`config.mk`:
```
export PLATFORM = sky130hd
export DESIGN_NAME = cond_flags_unit
export DESIGN_NICKNAME = d
export VERILOG_FILES = /design/src/rtl/cfu_pkg.sv /design/src/rtl/cfu_flag_next.sv /design/src/rtl/cfu_cond_eval.sv /design/src/rtl/cfu_status_pack.sv /design/src/rtl/cond_flags_unit.sv
export SDC_FILE = /design/constraint.sdc
export NUM_CORES = 1
export LEC_CHECK = 0
export ABC_AREA = 0
export BUFFER_PORTS_ARGS = -buffer_cell sky130_fd_sc_hd__buf_4
export CORE_MARGIN = 2
export CORE_UTILIZATION = 26
export DETAILED_ROUTE_END_ITERATION = 7
export PLACE_DENSITY_LB_ADDON = 0.2
export REMOVE_ABC_BUFFERS = 1
export SLEW_MARGIN = 20
export SYNTH_ARGS = -nofsm -noshare
export SYNTH_HDL_FRONTEND = slang
export SYNTH_SLANG_ARGS = --single-unit
```
`constraint.sdc`:
```
create_clock -name clk -period 1.6 [get_ports clk]
set_input_delay 0.16 -clock clk [delete_from_list [all_inputs] [get_ports clk]]
set_output_delay 0.16 -clock clk [all_outputs]
set_load 0.02 [all_outputs]
```
`src/rtl/cfu_pkg.sv`:
```
package cfu_pkg;

  typedef struct packed {
    logic n;
    logic z;
    logic c;
    logic v;
  } flags_t;

  // Code order is part of the behaviour: decoders upstream emit these values.
  localparam logic [3:0] COND_EQ = 4'd0;
  localparam logic [3:0] COND_NE = 4'd1;
  localparam logic [3:0] COND_CS = 4'd2;
  localparam logic [3:0] COND_CC = 4'd3;
  localparam logic [3:0] COND_MI = 4'd4;
  localparam logic [3:0] COND_PL = 4'd5;
  localparam logic [3:0] COND_VS = 4'd6;
  localparam logic [3:0] COND_VC = 4'd7;
  localparam logic [3:0] COND_HI = 4'd8;
  localparam logic [3:0] COND_LS = 4'd9;
  localparam logic [3:0] COND_GE = 4'd10;
  localparam logic [3:0] COND_LT = 4'd11;
  localparam logic [3:0] COND_GT = 4'd12;
  localparam logic [3:0] COND_LE = 4'd13;
  localparam logic [3:0] COND_AL = 4'd14;
  localparam logic [3:0] COND_NV = 4'd15;

endpackage

```
`src/rtl/cfu_flag_next.sv`:
```
module cfu_flag_next
  import cfu_pkg::*;
#(
  parameter int DW = 32
) (
  input  flags_t        flags_q,
  input  logic          upd_en_i,
  input  logic          upd_wide_i,
  input  logic [DW-1:0] upd_res_lo_i,
  input  logic [DW-1:0] upd_res_hi_i,
  input  logic          upd_carry_i,
  input  logic          upd_ovf_i,
  input  logic          sw_we_i,
  input  logic [3:0]    sw_flags_i,
  output flags_t        flags_d
);

  logic   lo_zero;
  logic   hi_zero;
  flags_t alu_flags;

  assign lo_zero = (upd_res_lo_i == '0);
  assign hi_zero = (upd_res_hi_i == '0);

  always_comb begin
    if (upd_wide_i) begin
      alu_flags.n = upd_res_hi_i[DW-1];
      alu_flags.z = lo_zero & hi_zero;
      alu_flags.c = flags_q.c;
      alu_flags.v = flags_q.v;
    end else begin
      alu_flags.n = upd_res_lo_i[DW-1];
      alu_flags.z = lo_zero;
      alu_flags.c = upd_carry_i;
      alu_flags.v = upd_ovf_i;
    end
  end

  // Status write has priority over the ALU update.
  always_comb begin
    if (sw_we_i)       flags_d = flags_t'(sw_flags_i);
    else if (upd_en_i) flags_d = alu_flags;
    else               flags_d = flags_q;
  end

endmodule

```
`src/rtl/cfu_cond_eval.sv`:
```
module cfu_cond_eval
  import cfu_pkg::*;
(
  input  logic [3:0] cond_i,
  input  flags_t     flags_i,
  output logic       take_o
);

  logic sgn_ok;
  assign sgn_ok = (flags_i.n == flags_i.v);

  always_comb begin
    case (cond_i)
      COND_EQ: take_o =  flags_i.z;
      COND_NE: take_o = ~flags_i.z;
      COND_CS: take_o =  flags_i.c;
      COND_CC: take_o = ~flags_i.c;
      COND_MI: take_o =  flags_i.n;
      COND_PL: take_o = ~flags_i.n;
      COND_VS: take_o =  flags_i.v;
      COND_VC: take_o = ~flags_i.v;
      COND_HI: take_o =  flags_i.c & ~flags_i.z;
      COND_LS: take_o = ~flags_i.c |  flags_i.z;
      COND_GE: take_o =  sgn_ok;
      COND_LT: take_o = ~sgn_ok;
      COND_GT: take_o = ~flags_i.z & sgn_ok;
      COND_LE: take_o =  flags_i.z | ~sgn_ok;
      COND_AL: take_o = 1'b1;
      default: take_o = 1'b0;
    endcase
  end

endmodule

```
`src/rtl/cfu_status_pack.sv`:
```
module cfu_status_pack
  import cfu_pkg::*;
#(
  parameter int            DW          = 32,
  parameter logic [DW-1:0] STATUS_BASE = '0
) (
  input  flags_t        flags_i,
  output logic [DW-1:0] word_o
);

  localparam int LOW_W = DW - 4;

  assign word_o = {flags_i.n, flags_i.z, flags_i.c, flags_i.v,
                   STATUS_BASE[LOW_W-1:0]};

endmodule

```
`src/rtl/cond_flags_unit.sv`:
```
module cond_flags_unit
  import cfu_pkg::*;
#(
  parameter int            DW          = 32,
  parameter logic [DW-1:0] STATUS_BASE = 32'h0000_00D3
) (
  input  logic          clk,
  input  logic          rst,
  input  logic          upd_en_i,
  input  logic          upd_wide_i,
  input  logic [DW-1:0] upd_res_lo_i,
  input  logic [DW-1:0] upd_res_hi_i,
  input  logic          upd_carry_i,
  input  logic          upd_ovf_i,
  input  logic          sw_we_i,
  input  logic [DW-1:0] sw_wdata_i,
  input  logic [3:0]    cond_i,
  output logic          take_o,
  output logic [DW-1:0] sr_rdata_o
);

  localparam int LOW_W = DW - 4;

  flags_t        flags_q;
  flags_t        flags_d;
  logic          take_d;
  logic [DW-1:0] word_d;
  logic          unused_wlow;

  assign unused_wlow = ^sw_wdata_i[LOW_W-1:0];

  cfu_flag_next #(.DW(DW)) u_next (
    .flags_q      (flags_q),
    .upd_en_i     (upd_en_i),
    .upd_wide_i   (upd_wide_i),
    .upd_res_lo_i (upd_res_lo_i),
    .upd_res_hi_i (upd_res_hi_i),
    .upd_carry_i  (upd_carry_i),
    .upd_ovf_i    (upd_ovf_i),
    .sw_we_i      (sw_we_i),
    .sw_flags_i   (sw_wdata_i[DW-1:LOW_W]),
    .flags_d      (flags_d)
  );

  cfu_cond_eval u_eval (
    .cond_i  (cond_i),
    .flags_i (flags_q),
    .take_o  (take_d)
  );

  // Packed from the next-state flags so the read word lines up with flags_q.
  cfu_status_pack #(.DW(DW), .STATUS_BASE(STATUS_BASE)) u_pack (
    .flags_i (flags_d),
    .word_o  (word_d)
  );

  always_ff @(posedge clk) begin
    if (rst) begin
      flags_q    <= '0;
      take_o     <= 1'b0;
      sr_rdata_o <= {4'b0000, STATUS_BASE[LOW_W-1:0]};
    end else begin
      flags_q    <= flags_d;
      take_o     <= take_d;
      sr_rdata_o <= word_d;
    end
  end

endmodule

```
==> impl_metrics.csv <==
group,metric,value,unit
logic_synthesis,syn_area_per_cell,7.682,um2
sta,hold_viol,0,
min_path,hold_path.class,"in2reg",
route,viasPerCell,4.690,
placement,port_buffers,83,
clock_tree,cts_tree,"done",
sta,finalSetupViolations,0,
clock_tree,cts_inserted_buffers,3,
floorplan,fp.dieW,58.36,um
route,wire_per_inst,12.23,um
worst_setup_path,timing.rr.end,"take_o",
finish,area_growth,71.66,%
logic_synthesis,yosys_warnings,0,
worst_setup_path,required,1700,ps
floorplan,core_area,0.002781,mm2
worst_setup_path,cp_max_fo,4,
finish,final_core_util,47.41,%
worst_setup_path,slowest_delay,410,ps
grt,grt-ovfl-total,0,
sta,fmax,0.7609,GHz
logic_synthesis,synth_top_area_share,28.34,%
logic_synthesis,netlist_top_cells_area,"buf_4 28%, dfxtp_1 13%, nor4_1 12%",
min_path,min_to,"sr_rdata_o[31]",
logic_synthesis,ys_seq_area_share,13.03,%
route,drt_wl_total,2604,um
power,ir_drop,0.2635,mV
clock_tree,cts_setup_buffers,0,
sta,maxSlewViolCount,0,
placement,routabilityCongestion,0.7375,
sta,finClkSkew,3.796,ps
logic_synthesis,syn_inst,100,
floorplan,initial_core_util,27.62,%
min_path,min_from,"rst",
clock_tree,htreeDepth,1,
worst_setup_path,slowest_stage,"dfxtp_1",
worst_setup_path,cp-end-kind,"flop",
floorplan,dieArea,0.003405,mm2
finish,post_route_cells_drive_above_1_share,49.45,%
sta,finalCritPeriodShare,82.14,%
power,power_density,449.1,mW/mm2
run_status,outcome,"finished, final reports clean",
logic_synthesis,synthesis.area,768.2,um2
worst_setup_path,r2r_cells,4,
placement,place_area,0.001292,mm2
floorplan,ios,140,
worst_setup_path,arrival,1410,ps
flow_run,cap_violations,0,
route,first_iter_violations,28,
sta,rsz0062_at_grt,"no",
finish,final_cell_mix,"83 x buf_4, 28 x conb_1, 15 x nor4_1, 6 x nor2_1, 5 x dfxtp_1",
sta,whs,148.1,ps
clock_tree,root_buffer,"clkbuf_4",
min_path,holdPathStages,2,
logic_synthesis,synth.largest_area_cell,"buf_4",
finish,layout_commonest_cell,"buf_4",
grt,grt_pass1_wl,3829,um
grt,antenna_found_initial,0,
floorplan,num_rows,19,
sta,tns,0,ps
worst_setup_path,cp_cell_sequence,"xnor2_1, or3_1, a41oi_1, a31oi_1",
route,ant_nets,0,
worst_setup_path,r2r-start,"sr_rdata_o[31]",
clock_tree,clockBufferDepth,2,
finish,antenna_cells,0,
logic_synthesis,ys_seq_elements,5,
grt,grt.total_usage,14.28,%
clock_tree,post_cts_resized,0,
route,drc_errors,0,
floorplan,die_h,58.36,um
route,vias,999,
clock_tree,clock-sinks,5,
power,p_leak,0.0006644,uW
worst_setup_path,cp_top_family,"flip-flops",
clock_tree,cts_hold_buffers,0,
route,dr.pass1.iters,4,
finish,final_area,0.001319,mm2
clock_tree,clk_pin_slew,40,ps
logic_synthesis,synth_cell_types,34,
placement,dp_hpwl,2403,um
grt,grt_start_max_net_pins,13,
clock_tree,clock_latency,230,ps
sta,final.min_clock_period,1314,ps
finish,layout.nets,290,
grt,grt_pass1_vias,945,
worst_setup_path,timing_worst_setup_path_type,"reg2reg",
worst_setup_path,critPathLaunchType,"flop",
worst_setup_path,critical_path_buf_inv_count,0,
worst_setup_path,r2r_slack,290,ps
-- layout make-up --
class,count,area [um2]
inverters,1,3.754
flip-flops and latches,5,100.1
clock buffers,4,26.28
well taps,31,38.79
repair buffers,83,623.1
fillers,287,1463
multi-input cells,89,526.8
-- where the power goes --
part	switching, uW	total [uW]	internal, uW
sequential	10.4	145	134
combinational	140	308	168
clock	45.6	139	93.9
-- routing by layer --
metal	share of wire, %	up-vias	GRT usage [%]
met4	0	0	1.993
met3	13	0	4.396
met1	38	454	16.29
li1	-	482	-
met2	49	63	26.48
met5	0	-	0
-- through the flow --
step	std cells	power (uW)	setup WS, ps
after floorplan	95	269.2	258.6
after global placement	209	449.4	323.3
after detailed placement	209	455.4	295.6
after CTS	213	597.6	284.6
after global routing	213	635.1	149.5
final	213	592.2	285.7
-- how the worst max path moves through the flow --
stage	from	to	depth (start not counted)
4_1_cts	sr_rdata_o[31]	take_o	4
3_3_place_gp	sr_rdata_o[31]	take_o	4
3_5_place_dp	sr_rdata_o[28]	take_o	4
5_1_grt	sr_rdata_o[31]	take_o	4
2_1_floorplan	sr_rdata_o[31]	take_o	4
6_report	sr_rdata_o[31]	take_o	4
-- Yosys cell counts (all sizes together) --
| master | count |
|---|---|
| a211o | 1 |
| a211oi | 1 |
| a21oi | 2 |
| a22oi | 1 |
| a31o | 1 |
| a31oi | 1 |
| a41oi | 1 |
| and2b | 1 |
| and4b | 1 |
| and4bb | 1 |
| buf | 29 |
| clkbuf | 2 |
| conb | 2 |
| dfxtp | 5 |
| inv | 1 |
| mux2 | 2 |
| mux2i | 3 |
| nand2 | 2 |
| nand3 | 1 |
| nand4 | 3 |
| nand4b | 1 |
| nor2 | 6 |
| nor2b | 1 |
| nor3 | 2 |
| nor3b | 2 |
| nor4 | 15 |
| nor4b | 2 |
| o21ai | 2 |
| o2bb2ai | 1 |
| o311ai | 1 |
| or3 | 2 |
| xnor2 | 2 |
| xor2 | 2 |
-- state kept, by name, summed over array words and instances, names as in the netlist --
| name | cells |
|---|---|
| take_o | 1 |
| sr_rdata_o | 4 |
-- kinds of logic after synthesis --
group / after synthesis / share of synthesized area (%)
compound gates: 12 / 11.08
xor+xnor: 4 / 4.561
buf+inv: 32 / 31.11
flops: 5 / 13.03
mux: 5 / 6.840
other cells: 2 / 0.9776
simple gates: 40 / 32.41
Note: power is estimated with default switching activity, not from simulation.
